--- config.mk ---
export PLATFORM = sky130hd
export DESIGN_NAME = scc_ctrl_top
export DESIGN_NICKNAME = d
export VERILOG_FILES = /design/src/rtl/scc_pkg.sv /design/src/rtl/scc_ctl_reg.sv /design/src/rtl/scc_clk_pin.sv /design/src/rtl/scc_irq_gate.sv /design/src/rtl/scc_ctrl_top.sv
export SDC_FILE = /design/constraint.sdc
export NUM_CORES = 1
export LEC_CHECK = 0
export ABC_CLOCK_PERIOD_IN_PS = 1400
export BUFFER_PORTS_ARGS = -buffer_cell sky130_fd_sc_hd__clkbuf_2
export CORE_AREA = 5 5 42 44
export DETAILED_ROUTE_END_ITERATION = 12
export DIE_AREA = 0 0 47 49
export PLACE_DENSITY_LB_ADDON = 0.3
export SKIP_CTS_REPAIR_TIMING = 1
export SYNTH_ARGS = -nofsm -noshare
export SYNTH_HDL_FRONTEND = slang
export SYNTH_SLANG_ARGS = --single-unit
--- constraint.sdc ---
create_clock -name clk -period 1.4 [get_ports clk]
set_clock_uncertainty 0.2 [all_clocks]
set_input_delay 0.07 -clock clk [delete_from_list [all_inputs] [get_ports clk]]
set_output_delay 0.07 -clock clk [all_outputs]
set_load 0.05 [all_outputs]
--- src/rtl/scc_pkg.sv ---
package scc_pkg;

   // Bit positions are fixed because software decodes them.
   localparam int REG_W    = 8;
   localparam int B_TIE    = 7;
   localparam int B_RIE    = 6;
   localparam int B_TE     = 5;
   localparam int B_RE     = 4;
   localparam int B_RSV    = 3;
   localparam int B_TEIE   = 2;
   localparam int CKS_W    = 2;
   localparam int IRQ_N    = 3;

   // Clock-select codes.
   typedef enum logic [CKS_W-1:0] {
      CKS_LOW_OR_OFF = 2'b00,
      CKS_CLOCK      = 2'b01,
      CKS_HIGH       = 2'b10,
      CKS_CLOCK_ALT  = 2'b11
   } cks_e;

   // Packed layout matches the bit positions above (msb first).
   typedef struct packed {
      logic       tie;
      logic       rie;
      logic       te;
      logic       re;
      logic       rsv;
      logic       teie;
      logic [CKS_W-1:0] cks;
   } ctl_t;

   // Request vector order.
   localparam int IRQ_TXE = 0;
   localparam int IRQ_RXF = 1;
   localparam int IRQ_RXE = 2;

endpackage

--- src/rtl/scc_ctl_reg.sv ---
module scc_ctl_reg
   import scc_pkg::*;
#(
   parameter int DATA_W = 8
) (
   input  logic              clk,
   input  logic              rst_n,
   input  logic              wr,
   input  logic [DATA_W-1:0] wdata,
   input  logic              mode_gsm,
   output ctl_t              q
);

   localparam int USED_W = REG_W;

   generate
      if (DATA_W < USED_W) begin : g_bad_width
         $error("scc_ctl_reg: DATA_W must be at least 8");
      end
   endgenerate

   ctl_t w;
   ctl_t d;
   logic running;
   logic cks_ok;

   assign w       = ctl_t'(wdata[USED_W-1:0]);
   assign running = q.te | q.re;

   // Clock-select acceptance is judged on the pre-write state.
   always_comb begin
      if (mode_gsm) cks_ok = 1'b1;
      else          cks_ok = !running && !w.cks[CKS_W-1];
   end

   always_comb begin
      d = q;
      if (wr) begin
         d.tie  = w.tie;
         d.rie  = w.rie;
         d.teie = w.teie;
         d.rsv  = 1'b0;
         if (running) begin
            d.te = q.te & w.te;
            d.re = q.re & w.re;
         end else begin
            d.te = w.te;
            d.re = w.re;
         end
         if (cks_ok) d.cks = w.cks;
      end
   end

   always_ff @(posedge clk or negedge rst_n) begin
      if (!rst_n) q <= '0;
      else        q <= d;
   end

endmodule

--- src/rtl/scc_clk_pin.sv ---
module scc_clk_pin
   import scc_pkg::*;
#(
   parameter bit REL_LEVEL = 1'b0
) (
   input  logic             mode_gsm,
   input  logic [CKS_W-1:0] cks,
   input  logic             bit_clk,
   output logic             oe,
   output logic             lvl
);

   cks_e sel;
   assign sel = cks_e'(cks);

   always_comb begin
      oe  = 1'b0;
      lvl = REL_LEVEL;
      if (mode_gsm) begin
         oe = 1'b1;
         unique case (sel)
            CKS_LOW_OR_OFF: lvl = 1'b0;
            CKS_HIGH:       lvl = 1'b1;
            CKS_CLOCK,
            CKS_CLOCK_ALT:  lvl = bit_clk;
            default:        lvl = 1'b0;
         endcase
      end else begin
         if (sel == CKS_CLOCK) begin
            oe  = 1'b1;
            lvl = bit_clk;
         end
      end
   end

endmodule

--- src/rtl/scc_irq_gate.sv ---
module scc_irq_gate #(
   parameter int N = 3
) (
   input  logic         clk,
   input  logic         rst_n,
   input  logic [N-1:0] ev,
   input  logic [N-1:0] en,
   output logic [N-1:0] req
);

   generate
      if (N < 1) begin : g_bad_n
         $error("scc_irq_gate: N must be positive");
      end
      for (genvar i = 0; i < N; i++) begin : g_lane
         always_ff @(posedge clk or negedge rst_n) begin
            if (!rst_n) req[i] <= 1'b0;
            else        req[i] <= ev[i] & en[i];
         end
      end
   endgenerate

endmodule

--- src/rtl/scc_ctrl_top.sv ---
module scc_ctrl_top
   import scc_pkg::*;
#(
   parameter int DATA_W = 8
) (
   input  logic              clk,
   input  logic              rst_n,
   input  logic              mode_gsm,
   input  logic              bus_wr,
   input  logic [DATA_W-1:0] bus_wdata,
   output logic [DATA_W-1:0] bus_rdata,
   input  logic              bit_clk,
   input  logic              ev_tx_ready,
   input  logic              ev_rx_full,
   input  logic              ev_rx_err,
   output logic              tx_enable,
   output logic              rx_enable,
   output logic              sck_oe,
   output logic              sck_level,
   output logic              irq_tx_empty,
   output logic              irq_rx_full,
   output logic              irq_rx_err,
   output logic              irq_tx_end
);

   ctl_t             ctl;
   logic [IRQ_N-1:0] ev_v;
   logic [IRQ_N-1:0] en_v;
   logic [IRQ_N-1:0] req_v;

   scc_ctl_reg #(.DATA_W(DATA_W)) u_reg (
      .clk      (clk),
      .rst_n    (rst_n),
      .wr       (bus_wr),
      .wdata    (bus_wdata),
      .mode_gsm (mode_gsm),
      .q        (ctl)
   );

   scc_clk_pin #(.REL_LEVEL(1'b0)) u_pin (
      .mode_gsm (mode_gsm),
      .cks      (ctl.cks),
      .bit_clk  (bit_clk),
      .oe       (sck_oe),
      .lvl      (sck_level)
   );

   assign ev_v[IRQ_TXE] = ev_tx_ready;
   assign ev_v[IRQ_RXF] = ev_rx_full;
   assign ev_v[IRQ_RXE] = ev_rx_err;
   assign en_v[IRQ_TXE] = ctl.tie;
   assign en_v[IRQ_RXF] = ctl.rie;
   assign en_v[IRQ_RXE] = ctl.rie;

   scc_irq_gate #(.N(IRQ_N)) u_irq (
      .clk   (clk),
      .rst_n (rst_n),
      .ev    (ev_v),
      .en    (en_v),
      .req   (req_v)
   );

   assign irq_tx_empty = req_v[IRQ_TXE];
   assign irq_rx_full  = req_v[IRQ_RXF];
   assign irq_rx_err   = req_v[IRQ_RXE];
   // No transmit-end request exists in smart card mode.
   assign irq_tx_end   = 1'b0;

   assign bus_rdata = DATA_W'(ctl);
   assign tx_enable = ctl.te;
   assign rx_enable = ctl.re;

endmodule


==> out/metrics.cfg, run 1 <==
[run_status]
status = complete, but fails checks
violations = setup timing

[clocking]
cts-htree-levels = 1
insertion_delay_ns = 0.26
path_clk_slew_ns = 0.06
cts_root_buf = clkbuf_4
tritoncts = built
cts_buffer_depth = 2
cts_sinks = 10
numCtsBuffers = 3

[flow_run]
maxCapViolCount = 0

[setup_path]
end_kind = output port
critical_path_class = register to output port
r2r_slack_ns = 0.09
start_kind = register
r2r_start = u_reg.q[5]$_DFFE_PN0P_
cp.arrival_ns = 1.14
r2r_cells = 3
path_max_fanout = 4
required_ns = 1.13
rr_endpoint = u_reg.q[1]$_DFFE_PN0P_

[layout]
synthToLayoutAreaGrowth_pct = 72.3
drive_gt1_frac = 0.564
stdcell_count = 94
nFillCells = 141
fin_nets = 95
seq_area_sq_um = 255
multiInputGateArea_sq_um = 170
antenna_cells = 0

[drt]
wl_per_cell_um = 10.5
dr_total_vias = 403
drc = 0
wl_um = 989
drtIter0Drc = 1
firstDrtPassIters = 2
final_antenna_net_count = 0
vias_per_cell = 4.29

[sta]
period_needed_ns = 1.41
clock.fmax_mhz = 708
report.final.slew_viol_count = 0
min_period_over_period = 1.01
worst_hold_slack_ns = 0.00345
worst_slack_ns = -0.0131
rsz0062_at_grt = yes
setup_viol = 1
report.final.hold_viol_count = 0

[placement]
dp_hpwl_um = 720
io_buffers = 28
place_ws_ns = 0.0898
dp.cells = 78
place_congestion = 0.615

[power_and_ir_drop]
p_leak_nw = 0.389
powerDensity_nw_per_um2 = 1320
peakVddDrop_uv = 623
finalPower_w = 0.00102

[grt]
grt_pass1_vias = 345
grt_max_degree = 11
track_usage = 0.0812
antenna_found_initial = 0
grt_overflow = 0
grt_pass1_wl_um = 1370

[die]
num_io_pins = 32
fp-row-count = 14
fp.dieH_um = 49
die_x_um = 47
dieArea_sq_um = 2300
start_util = 0.319
core_area_sq_um = 1400

[synthesis]
ys_ff_latch = 10
synth_cell_types = 13
yosysSeqAreaShare = 0.560
syn_inst = 38
syn_avg_cell_area_sq_um = 11.8
synthesis.area_sq_um = 447
yosys_warnings = 0

[min_path]
hp-class = input pin to async pin

registers in the layout (all words and copies together) (netlist names):
name and flops:
u_irq.req 3, u_reg.q 7
layout by cell type (no fill, tap or decap), drive strengths merged:
cell type	synthesis	routed
nor3	1	1
o21ai	3	3
dlygate4sd3	0	12
dfrtp	10	10
mux2	5	5
clkbuf	0	31
o21a	1	1
conb	1	2
mux2i	1	1
inv	5	5
buf	5	1
a21oi	3	3
and2	3	3
per-stage QoR:
| step | cell area, sq um | setup TNS [ns] | utilization |
|---|---|---|---|
| final | 769 | -0.0131 | 0.549 |
| after floorplan | 478 | -0.00667 | - |
| after detailed placement | 601 | 0 | 0.429 |
| after CTS | 637 | -0.116 | 0.454 |
| after global routing | 769 | -0.0712 | 0.549 |
| after global placement | 601 | 0 | 0.429 |
layer usage:
layer,global-route usage,vias up,share of wire
met5,0,-,0
li1,-,199,-
met4,0.0553,0,0
met3,0.0221,0,0.10
met2,0.118,20,0.54
met1,0.100,184,0.35
cells in the mapped netlist:
cell type / n / area (sq um)
a21oi_1: 3 / 15.0
and2_1: 3 / 18.8
buf_4: 5 / 37.5
conb_1: 1 / 3.75
dfrtp_1: 10 / 250
inv_1: 5 / 18.8
mux2_1: 2 / 22.5
mux2_2: 3 / 33.8
mux2i_1: 1 / 10.0
nor3_2: 1 / 10.0
o21a_1: 1 / 7.51
o21ai_0: 2 / 10.0
o21ai_2: 1 / 8.76
where the power goes:
| group | switching [W] | internal, W | total, W |
|---|---|---|---|
| clock network | 0.0000936 | 0.000158 | 0.000251 |
| logic | 0.000278 | 0.000124 | 0.000402 |
| registers | 0.0000370 | 0.000328 | 0.000365 |
| total | 0.000408 | 0.000610 | 0.00102 |
worst max-delay path by stage:
| stage | startpoint | endpoint | slack (ns) |
|---|---|---|---|
| 6_report | u_reg.q[0]$_DFFE_PN0P_ | sck_level | -0.01 |
| 5_1_grt | u_reg.q[0]$_DFFE_PN0P_ | sck_level | -0.06 |
| 4_1_cts | u_reg.q[0]$_DFFE_PN0P_ | sck_level | -0.11 |
| 3_5_place_dp | u_reg.q[5]$_DFFE_PN0P_ | u_reg.q[0]$_DFFE_PN0P_ | 0.09 |
| 3_3_place_gp | u_reg.q[5]$_DFFE_PN0P_ | u_reg.q[1]$_DFFE_PN0P_ | 0.10 |
| 2_1_floorplan | u_reg.q[5]$_DFFE_PN0P_ | u_reg.q[1]$_DFFE_PN0P_ | -0.003 |
critical path, cell delays in order, from the launching register on:
cell and delay, ns:
dfrtp_2 0.43, mux2i_2 0.17, a21oi_4 0.12, buf_6 0.17
final cells by class:
class	instances	share of cell area
Clock buffer	4	0.0472
Inverter	5	0.0244
Multi-Input combinational cell	19	0.221
Sequential cell	10	0.332
Tap cell	16	0.0260
Timing Repair Buffer	40	0.350
cells by family after synthesis:
kind of cell / Yosys count / synth area share
AO/OA/AOI/OAI: 7 / 0.0924
buffers and inverters: 10 / 0.126
flip-flops: 10 / 0.560
multiplexers: 6 / 0.148
other: 1 / 0.00840
AND/OR/NAND/NOR: 4 / 0.0644
No activity file was read; power rests on OpenSTA's default activity.
==> run 2, diff against run 1 <==
- ABC_AREA: not set -> 1
==> run 2 against run 1 <==
Against the previous run:
- the run ends with hold timing, setup timing left
- flip-flop and latch count did not move
- hold slack got worse by 0.021 ns
- sequential share of layout area fell by 1.0 points
- non-clock buffer count rose by 2
- largest cell class unchanged
- combinational power rose by 2%
- global-route usage rose by 0.23 points
- synthesized cell count rose by 42%
- synthesized area rose by 1.4%
- first-iteration DRC count rose by 100%
- clock power fell by 22%
- wire length rose by 11%
- critical endpoint unchanged
- highest routed layer unchanged
- critical path type unchanged
==> out/metrics.cfg, run 2 <==
[layout]
fin_nets = 114
synthToLayoutAreaGrowth_pct = 73.5
antenna_cells = 0
utilization = 0.561
largest_reg_flops = 7
final_cell_mix = clkbuf_2 (26), nand2_1 (18), dlygate4sd3_1 (13)
drive_gt1_frac = 0.423
final_common_cell = clkbuf_2
regMostFlops = u_reg.q
reg_top3 = u_reg.q: 7 flops, u_irq.req: 3 flops

[power_and_ir_drop]
p_int_w = 0.000560
powerDensity_nw_per_um2 = 1210
combPwrFrac = 0.429
switching_share = 0.412
pwr-share-seq = 0.366
p_leak_nw = 0.451
peakVddDrop_uv = 632
pwr-share-clk = 0.205
finalPower_w = 0.000952
p_sw_w = 0.000392

[die]
start_util = 0.323
fp-row-count = 14
die_x_um = 47
fp.dieH_um = 49
core_area_sq_um = 1400
num_io_pins = 32
dieArea_sq_um = 2300

[min_path]
whs_path_depth = 4
hp-class = input pin to register

[sta]
report.final.hold_viol_count = 2
period_needed_ns = 1.48
clock.fmax_mhz = 677
report.final.slew_viol_count = 0
rsz0062_at_grt = yes
min_period_over_period = 1.05
worst_slack_ns = -0.0770
worst_hold_slack_ns = -0.0175
setup_viol = 2

[synthesis]
ys_ff_latch = 10
synthArstFlopShare = 1.00
synthAdderAreaFrac = 0
synth_simple_gate_area_frac = 0.293
synth.area.mux_share = 0
synth_ff_type = dfrtp_1
syn_inst = 54
yosysSeqAreaShare = 0.552
syn_avg_cell_area_sq_um = 8.39
synth_top_area_frac = 0.552
synth_area_leaders = dfrtp_1 (55%), nand2_1 (16%), buf_4 (6.6%)
synthesis.area_sq_um = 453
yosys_warnings = 0
synth_top_family_by_area = simple AND/OR/NAND/NOR gates
yosys-top-cells-count = nand2_1 (19), dfrtp_1 (10), nor2_1 (6)
yosysMostFrequentCell = nand2_1
synth-compound-area-share = 0.0304
synth_top_area_cell = dfrtp_1
synth_cell_types = 13
synthXorXnorAreaFrac = 0
synth_enable_flop_cells = 0

[setup_path]
rr_endpoint = u_reg.q[0]$_DFFE_PN0P_
critical_path_class = register to output port
crit_chain = inv_2 > or2_4 > a21oi_4 > buf_6
path_max_fanout = 3
critPathCapture = sck_level
r2r_start = u_reg.q[5]$_DFFE_PN0P_
end_kind = output port
r2r_cells = 4
start_kind = register
cp.arrival_ns = 1.21
cp_slowest_cell = dfrtp_2
r2r_slack_ns = 0.35
cp_slowest_stage_delay_ns = 0.37
cp-startpoint = u_reg.q[0]$_DFFE_PN0P_
required_ns = 1.13

[clocking]
cts_buffer_depth = 2
cts_sinks = 10
path_clk_slew_ns = 0.06
tritoncts = built
numCtsBuffers = 3
cts_root_buf = clkbuf_4
insertion_delay_ns = 0.25
cts-htree-levels = 1

[drt]
dr_total_vias = 454
drtIter0Drc = 2
wl_per_cell_um = 9.69
drc = 0
wl_um = 1100
final_antenna_net_count = 0
vias_per_cell = 4.02
firstDrtPassIters = 2

[run_status]
violations = hold timing, setup timing
status = complete, but fails checks

[grt]
use_met1 = 0.112
track_usage = 0.0835
grt.busiest_layer = met2
antenna_found_initial = 0
grt_use_met3 = 0.0258
grt_pass1_vias = 355
use_met2 = 0.118
grt_max_degree = 11
grt_pass1_wl_um = 1430
grt_overflow = 0

[placement]
place_congestion = 0.695
dp_hpwl_um = 775
place_ws_ns = 0.0624
io_buffers = 28

[flow_run]
maxCapViolCount = 0

run 2: cell count changes in the layout (fill, tap and decap cells not counted), sizes merged, moves of 2 or more:
cell,delta
a21oi,-2
mux2,-5
nand2,+20
buf,+2
nand3,+3
nor2,+7
o21ai,-3
and2,-3
run 2: routing by layer:
layer,vias up,share of wire
met4,0,0
met5,-,0
met1,193,0.37
met3,0,0.088
met2,19,0.54
li1,242,-
run 2: logic make-up after synthesis:
logic type	after synthesis
other	1
and+or+nand+nor	31
AOI/OAI and AO/OA	2
DFF	10
buffers and inverters	10
run 2: critical path: cells and delay by family, from the launching register on:
| kind | cells | cell delay [ns] |
|---|---|---|
| DFF | 1 | 0.37 |
| AOI/OAI and AO/OA | 1 | 0.12 |
| buffers and inverters | 2 | 0.21 |
| and+or+nand+nor | 1 | 0.26 |
run 2: worst min-delay path by stage:
stage	from	slack [ns]	endpoint
floorplan	rst_n	-0.43	u_irq.req[0]$_DFF_PN0_
global placement	rst_n	-0.25	u_irq.req[0]$_DFF_PN0_
detailed placement	rst_n	-0.26	u_reg.q[7]$_DFFE_PN0P_
CTS	rst_n	-0.53	u_reg.q[6]$_DFFE_PN0P_
global route	mode_gsm	0.03	u_reg.q[1]$_DFFE_PN0P_
finish	mode_gsm	-0.02	u_reg.q[1]$_DFFE_PN0P_
run 2: stage by stage:
stage	instance area (sq um)	std cells	TNS, ns	hold slack, ns
after detailed placement	613	96	0	-0.255
after global routing	786	113	-0.168	0.0278
after global placement	613	96	0	-0.254
after CTS	639	100	-0.345	-0.533
after floorplan	475	55	-0.0306	-0.426
final	786	113	-0.0824	-0.0175
run 2: final cells by class:
| class | count | area (sq um) |
|---|---|---|
| flip-flops and latches | 10 | 253 |
| fillers | 144 | 616 |
| well taps | 16 | 20.0 |
| repair buffers | 42 | 294 |
| multi-input cells | 35 | 170 |
| inverters | 6 | 22.5 |
| clock buffers | 4 | 26.3 |
run 2: power by group through the flow:
stage	clock, W	combinational, W	sequential (W)
3_5_place_dp	0	0.000366	0.000354
5_1_grt	0.000217	0.000435	0.000354
4_1_cts	0.000206	0.000367	0.000349
3_3_place_gp	0	0.000363	0.000353
6_report	0.000195	0.000409	0.000348
2_1_floorplan	0	0.000174	0.000468
==> run 3, diff against run 2 <==
- CAP_MARGIN: not set -> 20
- CTS_CLUSTER_DIAMETER: not set -> 60
- REMOVE_ABC_BUFFERS: not set -> 1
==> run 3 against run 2 <==
Against the previous run:
- the run still ends with hold timing, setup timing left
- flip-flop and latch count did not move
- register-to-register slack got worse by 0.02 ns
- critical path type unchanged
- global-route usage is 0.77 points higher
- via count grew 9.5%
- final area up 4.6%
- wire length is 5.5% higher
- first-iteration DRC count is 50% higher
==> out/metrics.cfg, run 3 (synthesis gave the netlist of run 2 again) <==
[run_status]
status = complete, but fails checks
violations = hold timing, setup timing

[sta]
clock.fmax_mhz = 665
report.final.slew_viol_count = 0
period_needed_ns = 1.50
rsz0062_at_grt = yes
setup_viol = 2
worst_slack_ns = -0.104
min_period_over_period = 1.07
fin_setup_tns_ns = -0.147
worst_hold_slack_ns = -0.00437
report.final.hold_viol_count = 6

[setup_path]
required_ns = 1.13
cp.arrival_ns = 1.23
critical_path_class = register to output port
start_kind = register
r2r_slack_ns = 0.33
path_max_fanout = 3
end_kind = output port

[grt]
antenna_found_initial = 0
grt_overflow = 0
grt_max_degree = 11
track_usage = 0.0912
grt_pass1_vias = 410
grt_pass1_wl_um = 1570

[clocking]
cts_sinks = 10
cts_buffer_depth = 2
path_clk_slew_ns = 0.07
numCtsBuffers = 3
tritoncts = built
cts-htree-levels = 1
insertion_delay_ns = 0.27
cts_root_buf = clkbuf_4

[power_and_ir_drop]
p_leak_nw = 0.476
peakVddDrop_uv = 747
powerDensity_nw_per_um2 = 1250

[die]
dieArea_sq_um = 2300
start_util = 0.323
fp-row-count = 14
num_io_pins = 32
core_area_sq_um = 1400
die_x_um = 47
fp.dieH_um = 49

[drt]
drc = 0
vias_per_cell = 4.21
firstDrtPassIters = 2
wl_um = 1160
drtIter0Drc = 3
final_antenna_net_count = 0
wl_per_cell_um = 9.79
dr_total_vias = 497

[layout]
seq_area_sq_um = 250
final_common_cell = clkbuf_2
final_cell_mix = clkbuf_2 (26), nand2_1 (19), dlygate4sd3_1 (16)
synthToLayoutAreaGrowth_pct = 81.5
fin_nets = 119
largest_reg_flops = 7
multiInputGateArea_sq_um = 158
nFillCells = 134
drive_gt1_frac = 0.392
utilization = 0.587
regMostFlops = u_reg.q
antenna_cells = 0
reg_top3 = u_reg.q: 7 flops, u_irq.req: 3 flops

[placement]
place_congestion = 0.677
io_buffers = 28
dp_hpwl_um = 808
place_ws_ns = 0.0821

[flow_run]
maxCapViolCount = 0

[min_path]
hp-class = input pin to async pin

-- run 3: cell type report --
| type | instances | area share |
|---|---|---|
| clock buffer | 4 | 0.0441 |
| inverter | 6 | 0.0274 |
| multi-input combinational | 35 | 0.192 |
| sequential | 10 | 0.304 |
| tap | 16 | 0.0244 |
| timing repair buffer | 47 | 0.408 |
-- run 3: final timing paths --
path | start | to | cells past startpoint
worst min-delay path | rst_n | u_reg.q[7]$_DFFE_PN0P_ | 2
worst min register to register | u_reg.q[2]$_DFFE_PN0P_ | u_reg.q[2]$_DFFE_PN0P_ | 2
worst max-delay path | u_reg.q[0]$_DFFE_PN0P_ | sck_level | 4
worst max register to register | u_reg.q[5]$_DFFE_PN0P_ | u_reg.q[1]$_DFFE_PN0P_ | 4
max in group asynchronous | rst_n | u_irq.req[0]$_DFF_PN0_ | 2
min in group clk | u_reg.q[2]$_DFFE_PN0P_ | u_reg.q[2]$_DFFE_PN0P_ | 2
-- run 3: metrics by stage --
step	cell area [sq um]	std cells	power, W	hold WS, ns
finish	822	118	0.00102	-0.00437
global route	822	118	0.00108	0.0295
CTS	631	100	0.000959	-0.535
detailed placement	594	96	0.000700	-0.248
global placement	594	96	0.000695	-0.252
floorplan	427	51	0.000602	-0.426
-- run 3: report_power, final --
group	internal, W	leakage [nW]	total (W)	switching [W]
sequential	0.000320	0.125	0.000348	0.0000276
clock	0.000158	0.0210	0.000263	0.000105
combinational	0.000134	0.330	0.000413	0.000279
-- run 3: routing by layer --
layer / GRT usage / vias to the layer above / part of all wire
met2: 0.152 / 24 / 0.46
met3: 0.0258 / 4 / 0.12
met4: 0.0276 / 0 / 0.016
li1: - / 255 / -
met5: 0 / - / 0
met1: 0.109 / 214 / 0.40
-- run 3: worst max-delay path, stage by stage (launching register included) --
cell     delay [ns]
dfrtp_1        0.38
inv_2          0.04
or2_1          0.23
a21oi_2        0.14
buf_6          0.17
